`config.mk`:
```
export PLATFORM = sky130hd
export DESIGN_NAME = mcio_bridge
export DESIGN_NICKNAME = d
export VERILOG_FILES = /design/src/rtl/mcio_pkg.sv /design/src/rtl/mcio_decode.sv /design/src/rtl/mcio_announce.sv /design/src/rtl/mcio_xfer.sv /design/src/rtl/mcio_bridge.sv
export SDC_FILE = /design/constraint.sdc
export NUM_CORES = 1
export LEC_CHECK = 0
export ABC_CLOCK_PERIOD_IN_PS = 3700
export BUFFER_PORTS_ARGS = -buffer_cell sky130_fd_sc_hd__buf_4
export CAP_MARGIN = 20
export CORE_AREA = 2 2 63 65
export DETAILED_ROUTE_END_ITERATION = 6
export DIE_AREA = 0 0 65 67
export GPL_ROUTABILITY_DRIVEN = 0
export GPL_TIMING_DRIVEN = 0
export PLACE_DENSITY = 0.76
export SLEW_MARGIN = 20
export SYNTH_ARGS = -nofsm -noshare
export SYNTH_HDL_FRONTEND = slang
export SYNTH_HIERARCHICAL = 1
export SYNTH_SLANG_ARGS = --single-unit
```
`constraint.sdc`:
```
create_clock -name clk -period 3.7 [get_ports clk]
set_input_delay 0.37 -clock clk [delete_from_list [all_inputs] [get_ports clk]]
set_output_delay 0.37 -clock clk [all_outputs]
set_load 0.02 [all_outputs]
```
`src/rtl/mcio_pkg.sv`:
```
// Package: shared constants and types for the mode command discrete I/O bridge.
// Assumes: command field width follows the serial bus protocol (5 bits).
package mcio_pkg;

    localparam int FIELD_W = 5;   // word count / mode code width
    localparam int BYTE_W  = 8;   // I/O data path width
    localparam int IOA_W   = 2;   // I/O address width

    // kind of transfer a command requests on the I/O bus
    typedef enum logic [1:0] {
        OP_NONE = 2'd0,
        OP_RD   = 2'd1,
        OP_WR   = 2'd2
    } io_op_e;

    // one pending I/O transfer
    typedef struct packed {
        io_op_e            op;
        logic [IOA_W-1:0]  addr;
        logic [BYTE_W-1:0] wdata;
    } io_req_t;

endpackage

```
`src/rtl/mcio_decode.sv`:
```
// Module: mcio_decode
// Maps a command's fields onto the I/O transfer it requests, if any.
// Only mode commands with the direct-I/O enable set and a matching direction
// produce a transfer. Purely combinational; legality is gated by the caller.
module mcio_decode
    import mcio_pkg::*;
#(
    parameter int MC_RD_A = 24,   // transmit code reading address A
    parameter int MC_RD_B = 25,   // transmit code reading address B
    parameter int MC_WR_B = 27,   // receive code writing address B
    parameter int MC_WR_A = 28,   // receive code writing address A
    parameter int ADDR_A  = 0,
    parameter int ADDR_B  = 2
) (
    input  logic               dio_en,
    input  logic               tx,
    input  logic               mode,
    input  logic [FIELD_W-1:0] field,
    input  logic [BYTE_W-1:0]  wbyte,
    output io_req_t            req
);

    localparam logic [FIELD_W-1:0] C_RD_A = FIELD_W'(MC_RD_A);
    localparam logic [FIELD_W-1:0] C_RD_B = FIELD_W'(MC_RD_B);
    localparam logic [FIELD_W-1:0] C_WR_B = FIELD_W'(MC_WR_B);
    localparam logic [FIELD_W-1:0] C_WR_A = FIELD_W'(MC_WR_A);
    localparam logic [IOA_W-1:0]   A_A    = IOA_W'(ADDR_A);
    localparam logic [IOA_W-1:0]   A_B    = IOA_W'(ADDR_B);

    // select the transfer kind, address and write byte for the command
    always_comb begin
        req.op    = OP_NONE;
        req.addr  = '0;
        req.wdata = '0;
        if (dio_en && mode) begin
            if (tx) begin
                if (field == C_RD_A) begin
                    req.op   = OP_RD;
                    req.addr = A_A;
                end else if (field == C_RD_B) begin
                    req.op   = OP_RD;
                    req.addr = A_B;
                end
            end else begin
                if (field == C_WR_B) begin
                    req.op    = OP_WR;
                    req.addr  = A_B;
                    req.wdata = wbyte;
                end else if (field == C_WR_A) begin
                    req.op    = OP_WR;
                    req.addr  = A_A;
                    req.wdata = wbyte;
                end
            end
        end
    end

endmodule

```
`src/rtl/mcio_announce.sv`:
```
// Module: mcio_announce
// Registers the one-cycle command announcement and its discrete pattern:
// either the echoed command field or a one-hot pulse picked by the select.
// Assumes: load pulses are at least two cycles apart.
module mcio_announce
    import mcio_pkg::*;
#(
    parameter int DSC_W = 5,
    parameter int SEL_W = 3
) (
    input  logic               clk,
    input  logic               rst_n,
    input  logic               load,
    input  logic               echo,
    input  logic [FIELD_W-1:0] field,
    input  logic [SEL_W-1:0]   sel,
    output logic               act,
    output logic [DSC_W-1:0]   dsc
);

    logic [DSC_W-1:0] pulse_pat;
    logic [DSC_W-1:0] echo_pat;
    logic             act_q;
    logic             echo_q;
    logic [DSC_W-1:0] dsc_q;

    // one-hot pulse decoder: select values beyond the output width give zero
    for (genvar g = 0; g < DSC_W; g++) begin : g_pulse
        assign pulse_pat[g] = (sel == SEL_W'(g));
    end

    assign echo_pat = DSC_W'(field);

    // capture announce state on each accepted command, clear otherwise
    always_ff @(posedge clk) begin
        if (!rst_n) begin
            act_q  <= 1'b0;
            echo_q <= 1'b0;
            dsc_q  <= '0;
        end else begin
            act_q  <= load;
            echo_q <= echo;
            dsc_q  <= load ? (echo ? echo_pat : pulse_pat) : '0;
        end
    end

    assign act = act_q;
    assign dsc = dsc_q;

    // the announcement never lasts two cycles
    a_r2_single_cycle: assert property (@(posedge clk) disable iff (!rst_n)
        act_q |=> !act_q);

    // pulse mode sets at most one discrete line
    a_r4_pulse_onehot: assert property (@(posedge clk) disable iff (!rst_n)
        (act_q && !echo_q) |-> $onehot0(dsc_q));

endmodule

```
`src/rtl/mcio_xfer.sv`:
```
// Module: mcio_xfer
// Two-stage transfer sequencer: a request latched with the command waits one
// cycle, then owns the I/O bus for one cycle. Read data is captured at the
// end of the read cycle and held until the next read.
// Assumes: load pulses are at least two cycles apart.
module mcio_xfer
    import mcio_pkg::*;
(
    input  logic              clk,
    input  logic              rst_n,
    input  logic              load,
    input  io_req_t           req_in,
    input  logic [BYTE_W-1:0] io_rdata,
    output io_req_t           cur,
    output logic [BYTE_W-1:0] rd_byte
);

    io_req_t           pend_q;
    io_req_t           act_q;
    logic [BYTE_W-1:0] rd_q;

    localparam io_req_t REQ_IDLE = '{op: OP_NONE, addr: '0, wdata: '0};

    // advance the request from the waiting stage to the bus stage
    always_ff @(posedge clk) begin
        if (!rst_n) begin
            pend_q <= REQ_IDLE;
            act_q  <= REQ_IDLE;
        end else begin
            act_q  <= pend_q;
            pend_q <= load ? req_in : REQ_IDLE;
        end
    end

    // capture the byte returned by the bus at the end of a read cycle
    always_ff @(posedge clk) begin
        if (!rst_n) begin
            rd_q <= '0;
        end else if (act_q.op == OP_RD) begin
            rd_q <= io_rdata;
        end
    end

    assign cur     = act_q;
    assign rd_byte = rd_q;

    // the returned byte changes only after a read cycle
    a_r8_hold_between_reads: assert property (@(posedge clk) disable iff (!rst_n)
        (act_q.op != OP_RD) |=> $stable(rd_q));

    // a transfer owns the bus for exactly one cycle
    a_r6_one_bus_cycle: assert property (@(posedge clk) disable iff (!rst_n)
        (act_q.op != OP_NONE) |=> (act_q.op == OP_NONE));

endmodule

```
`src/rtl/mcio_bridge.sv`:
```
// Module: mcio_bridge (top)
// Turns accepted commands into a one-cycle announce on the discrete pins and,
// for the direct-I/O mode codes, a one-cycle byte transfer on the I/O bus the
// cycle after. Merges both onto the shared strobes and address.
// Assumes: cmd_vld pulses are at least two cycles apart; no host state gates
// the direct-I/O codes.
module mcio_bridge
    import mcio_pkg::*;
#(
    parameter int WORD_W  = 16,
    parameter int DSC_W   = 5,
    parameter int SEL_W   = 3,
    parameter int MC_RD_A = 24,
    parameter int MC_RD_B = 25,
    parameter int MC_WR_B = 27,
    parameter int MC_WR_A = 28
) (
    input  logic               clk,
    input  logic               rst_n,
    input  logic               cmd_vld,
    input  logic               cmd_legal,
    input  logic               cmd_tx,
    input  logic               cmd_mode,
    input  logic [FIELD_W-1:0] cmd_field,
    input  logic [WORD_W-1:0]  rx_word,
    input  logic               cfg_dio_en,
    input  logic               cfg_echo,
    input  logic [SEL_W-1:0]   tag_pulse_sel,
    input  logic [BYTE_W-1:0]  io_rdata,
    output logic [IOA_W-1:0]   io_addr,
    output logic               io_wr_n,
    output logic               io_rd_n,
    output logic               io_cmds,
    output logic [BYTE_W-1:0]  io_wdata,
    output logic [DSC_W-1:0]   dsc_out,
    output logic [WORD_W-1:0]  tx_word
);

    logic              load;
    io_req_t           dec_req;
    io_req_t           cur;
    logic [BYTE_W-1:0] rd_byte;
    logic              ann_act;
    logic [DSC_W-1:0]  ann_dsc;
    logic              xfer_on;
    logic              unused_rx_hi;

    assign load         = cmd_vld && cmd_legal;
    assign unused_rx_hi = ^rx_word[WORD_W-1:BYTE_W];

    mcio_decode #(
        .MC_RD_A (MC_RD_A),
        .MC_RD_B (MC_RD_B),
        .MC_WR_B (MC_WR_B),
        .MC_WR_A (MC_WR_A),
        .ADDR_A  (0),
        .ADDR_B  (2)
    ) u_decode (
        .dio_en (cfg_dio_en),
        .tx     (cmd_tx),
        .mode   (cmd_mode),
        .field  (cmd_field),
        .wbyte  (rx_word[BYTE_W-1:0]),
        .req    (dec_req)
    );

    mcio_announce #(
        .DSC_W (DSC_W),
        .SEL_W (SEL_W)
    ) u_announce (
        .clk   (clk),
        .rst_n (rst_n),
        .load  (load),
        .echo  (cfg_echo),
        .field (cmd_field),
        .sel   (tag_pulse_sel),
        .act   (ann_act),
        .dsc   (ann_dsc)
    );

    mcio_xfer u_xfer (
        .clk      (clk),
        .rst_n    (rst_n),
        .load     (load),
        .req_in   (dec_req),
        .io_rdata (io_rdata),
        .cur      (cur),
        .rd_byte  (rd_byte)
    );

    assign xfer_on = (cur.op != OP_NONE);

    // merge announce and transfer onto the shared bus pins
    always_comb begin
        io_cmds  = ann_act;
        dsc_out  = ann_dsc;
        io_addr  = xfer_on ? cur.addr : '0;
        io_wr_n  = !(ann_act || (cur.op == OP_WR));
        io_rd_n  = !(cur.op == OP_RD);
        io_wdata = (cur.op == OP_WR) ? cur.wdata : '0;
        tx_word  = WORD_W'(rd_byte);
    end

    // every announce was caused by an accepted command one cycle earlier
    a_r2_announce_cause: assert property (@(posedge clk) disable iff (!rst_n)
        io_cmds |-> $past(cmd_vld && cmd_legal));

    // discrete lines are quiet outside the announce cycle
    a_r5_discrete_quiet: assert property (@(posedge clk) disable iff (!rst_n)
        !io_cmds |-> (dsc_out == '0));

    // announce and transfer never share a cycle
    a_r10_disjoint_phases: assert property (@(posedge clk) disable iff (!rst_n)
        !(ann_act && xfer_on));

    // a read cycle drives neither the write strobe nor the command strobe
    a_r6_read_exclusive: assert property (@(posedge clk) disable iff (!rst_n)
        !io_rd_n |-> (io_wr_n && !io_cmds));

endmodule

```
==> reports/summary.log <==
qor: worst_setup_path.crit_path_dat 1170 ps
qor: finish.antenna-diode-count 0
qor: synthesis.synthesis.area_per_instance 9.940 µm²
qor: sta.max_freq 0.6496 GHz
qor: synthesis.synth_seq_cells 38
qor: worst_setup_path.worst_path_largest_cell_delay 380 ps
qor: sta.hold_viol_final 0
qor: pwr.power_density 373.5 mW/mm²
qor: worst_setup_path.critical_path.top_delay_family flip-flops
qor: clock_tree.cts_bufs_inserted 5
qor: detailed_routing.total_routed_length 2791 µm
qor: clock_tree.clk_pin_slew_worst_paths 70 ps
qor: floorplan.floorplan.die.width 65 µm
qor: sta.slew_violations 0
qor: worst_setup_path.reg2reg_setup_slack 2580 ps
qor: synthesis.seq_area_frac_synth 47.24%
qor: min_path.hold_path_class in -> reg
qor: global_routing.maximum_number_of_pins_on_one_net_before_global_route_repair 12
qor: clock_tree.cts_hold_buf 0
qor: detailed_routing.detail_route.first_pass.iterations 4
qor: floorplan.start_util 44.66%
qor: pwr.intPower 666.4 µW
qor: global_routing.gr-usage-all-layers 13.69%
qor: worst_setup_path.path_class reg -> out
qor: clock_tree.maximum_buffer_depth_of_the_clock_tree 2
qor: detailed_routing.routed-via-count 1233
qor: sta.fin_crit_share 41.60%
qor: finish.layout-drive-gt1-share 37.50%
qor: synthesis.mappedNetlistArea 0.001610 mm²
qor: placed_design.buffer_ports.inserted 56
qor: floorplan.num_io_pins 74
qor: detailed_routing.drt_drc_violations_left 0
qor: sta.worst_pin_slew 647.5 ps
qor: worst_setup_path.required_arrival_time_at_the_worst_endpoint 3330 ps
qor: synthesis.synth_cell_types 29
qor: global_routing.via_count_of_the_first_global_routing_pass 1079
qor: global_routing.grt_antenna_before_repair 0
qor: global_routing.grt_pass1_wl 4443 µm
qor: synthesis.ys.warnings.count 6
qor: sta.final.setup.tns 0 ps
qor: floorplan.die_outline_area 0.004355 mm²
qor: pwr.power.net_switching 166.4 µW
qor: worst_setup_path.worst-path-max-fanout 9
qor: global_routing.overflow_left_after_global_routing 0
qor: placed_design.post-place-ws 2024 ps
qor: floorplan.die_y 67 µm
qor: run_status.run_status finished clean
qor: clock_tree.cts.root.buffer_cell sky130_fd_sc_hd__clkbuf_8
qor: clock_tree.cts_resized 0
qor: pwr.power.sequential.fraction 49.4%
qor: detailed_routing.drt.antenna.violating_nets 0
qor: sta.worst_clock_skew 3.091 ps
qor: sta.layout_min_cycle_time 1539 ps
qor: pwr.irDropWorstVdd 0.2186 mV
qor: floorplan.core-area 0.003606 mm²
qor: worst_setup_path.crit_path_cell_trace nor2b_4 -> and2_1 -> buf_4
qor: finish.filler_cell_count 341
qor: clock_tree.clk-insertion-delay-late 280 ps
qor: pwr.power_leakage 0.001036 µW
qor: sta.max-slew-margin-rel 56.83%
qor: clock_tree.tritoncts_clock_tree built
qor: clock_tree.cts_setup_buffers 0
qor: worst_setup_path.critical_path_source_type flip-flop
qor: worst_setup_path.crit_path_top_delay_cell sky130_fd_sc_hd__dfxtp_1
qor: worst_setup_path.timing.critical_path.to_type output pin
qor: sta.finalSetupViolations 0
qor: detailed_routing.drt_iter0_drc 31
qor: detailed_routing.drt-wirelength-per-cell 9.968 µm
qor: clock_tree.cts.sinks 38
qor: finish.finalNetCount 272
qor: floorplan.std_cell_rows 22
qor: detailed_routing.route.detailed.vias_per_inst 4.404
qor: pwr.power.share.combinational 9.7%
qor: sta.rsz0062_at_grt no
qor: placed_design.hpwlAfterDp 2240 µm
qor: finish.area_delta_synth_final 38.46%
qor: synthesis.netlist_instances 162
qor: pwr.switching_share 19.98%
qor: clock_tree.h-tree-depth 2
qor: worst_setup_path.crit_buf_inv 1
qor: sta.timing.final.ws_setup 2161 ps
qor: pwr.clockPowerShare 40.8%
qor: run.max_cap_viol_count 0
-- path summary, 6_finish.rpt --
kind	from	endpoint	cells after the start
setup reg to reg	u_xfer/cur[10]	u_xfer/rd_byte[3]	3
hold / removal	io_rdata[1]	u_xfer/rd_byte[1]	3
setup / recovery	u_xfer/cur[11]	io_wdata[5]	3
hold reg to reg	u_xfer/pend_q[10]	u_xfer/cur[10]	1
-- per-stage QoR --
stage / util, % / cell area (µm²) / hold slack, ps / total power, µW / instances
after global placement: 58.71 / 2117 / 417.2 / 501.1 / 273
after floorplan: - / 1637 / 405.7 / 465.9 / 169
after global routing: 61.83 / 2230 / 339.4 / 864.8 / 280
after CTS: 61.83 / 2230 / 336.4 / 842.1 / 280
final: 61.83 / 2230 / 344.2 / 832.8 / 280
after detailed placement: 58.71 / 2117 / 419.9 / 502.0 / 273
-- worst register-to-register path, cell delays in order, from the launching register on --
cell and delay, ps:
sky130_fd_sc_hd__dfxtp_1 440, sky130_fd_sc_hd__nor2b_1 200, sky130_fd_sc_hd__buf_6 170, sky130_fd_sc_hd__mux2i_1 220
-- layout make-up --
type                            count  area, µm²  share of cell area (%)
Sequential cell                    38      760.7                   34.12
Inverter                            9      33.78                   1.515
Clock inverter                      1      30.03                   1.347
Clock buffer                        6      82.58                   3.704
Tap cell                           48      60.06                   2.694
Buffer                             19      131.4                   5.892
Multi-Input combinational cell    103      710.7                   31.87
Timing Repair Buffer               56      420.4                   18.86
-- cell usage in the layout, fill, tap and decap left out, drive strengths merged, types with 2 or more instances in the layout --
cell type,count
and3,12
or4b,3
nor4b,2
a21oi,5
conb,9
a2111oi,8
nand2,22
inv,9
clkbuf,9
o21a,2
buf,72
dfxtp,38
nor2b,2
mux2i,8
and2,21
-- routing by layer --
| layer | share of wire (%) | global-route usage (%) | vias to the layer above |
|---|---|---|---|
| li1 | - | - | 664 |
| met1 | 42 | 14.70 | 529 |
| met2 | 50 | 24.23 | 36 |
| met3 | 5.6 | 3.041 | 4 |
| met4 | 2.0 | 8.777 | 0 |
| met5 | 0 | 0 | - |
-- power by group through the flow --
| stage | clock (µW) | combinational, µW | sequential (µW) |
|---|---|---|---|
| after detailed placement | 0 | 81.1 | 421 |
| after global routing | 365 | 88.7 | 412 |
| after floorplan | 0 | 42.9 | 423 |
| final | 340 | 81.1 | 412 |
| after CTS | 349 | 81.3 | 412 |
| after global placement | 0 | 80.2 | 421 |
-- cell usage after synthesis (all sizes together) --
cell / count / area [µm²]
or4b: 3 / 30.03
mux2i: 8 / 80.08
nand2b: 1 / 6.260
nor2: 1 / 3.750
nand4bb: 1 / 11.26
dfxtp: 38 / 760.7
nor2b: 2 / 20.02
clkbuf: 3 / 11.26
buf: 16 / 120.1
nand3b: 1 / 7.510
and2: 21 / 131.4
xnor2: 1 / 8.760
a2111oi: 8 / 132.6
and3: 12 / 75.07
a21oi: 5 / 25.02
or3b: 1 / 8.760
or4: 1 / 7.510
a211oi: 1 / 7.510
nand4: 1 / 6.260
nor4b: 2 / 17.52
o21a: 2 / 15.01
inv: 9 / 33.78
nand2: 22 / 82.58
conb: 2 / 7.510
-- cell families after synthesis --
kind of cell	after synthesis	synth area share (%)
flip-flops	38	47.24
multiplexers	8	4.973
other	2	0.4664
buffers and inverters	28	10.26
AO/OA/AOI/OAI	16	11.19
XOR/XNOR	1	0.5440
AND/OR/NAND/NOR	69	25.33
-- state kept, by name (all words and copies together), names as in the netlist --
signal / count
u_announce/act: 1
u_announce/dsc: 5
u_xfer/cur: 12
u_xfer/pend_q: 12
u_xfer/rd_byte: 8
No activity file was read; power rests on OpenSTA's default activity.
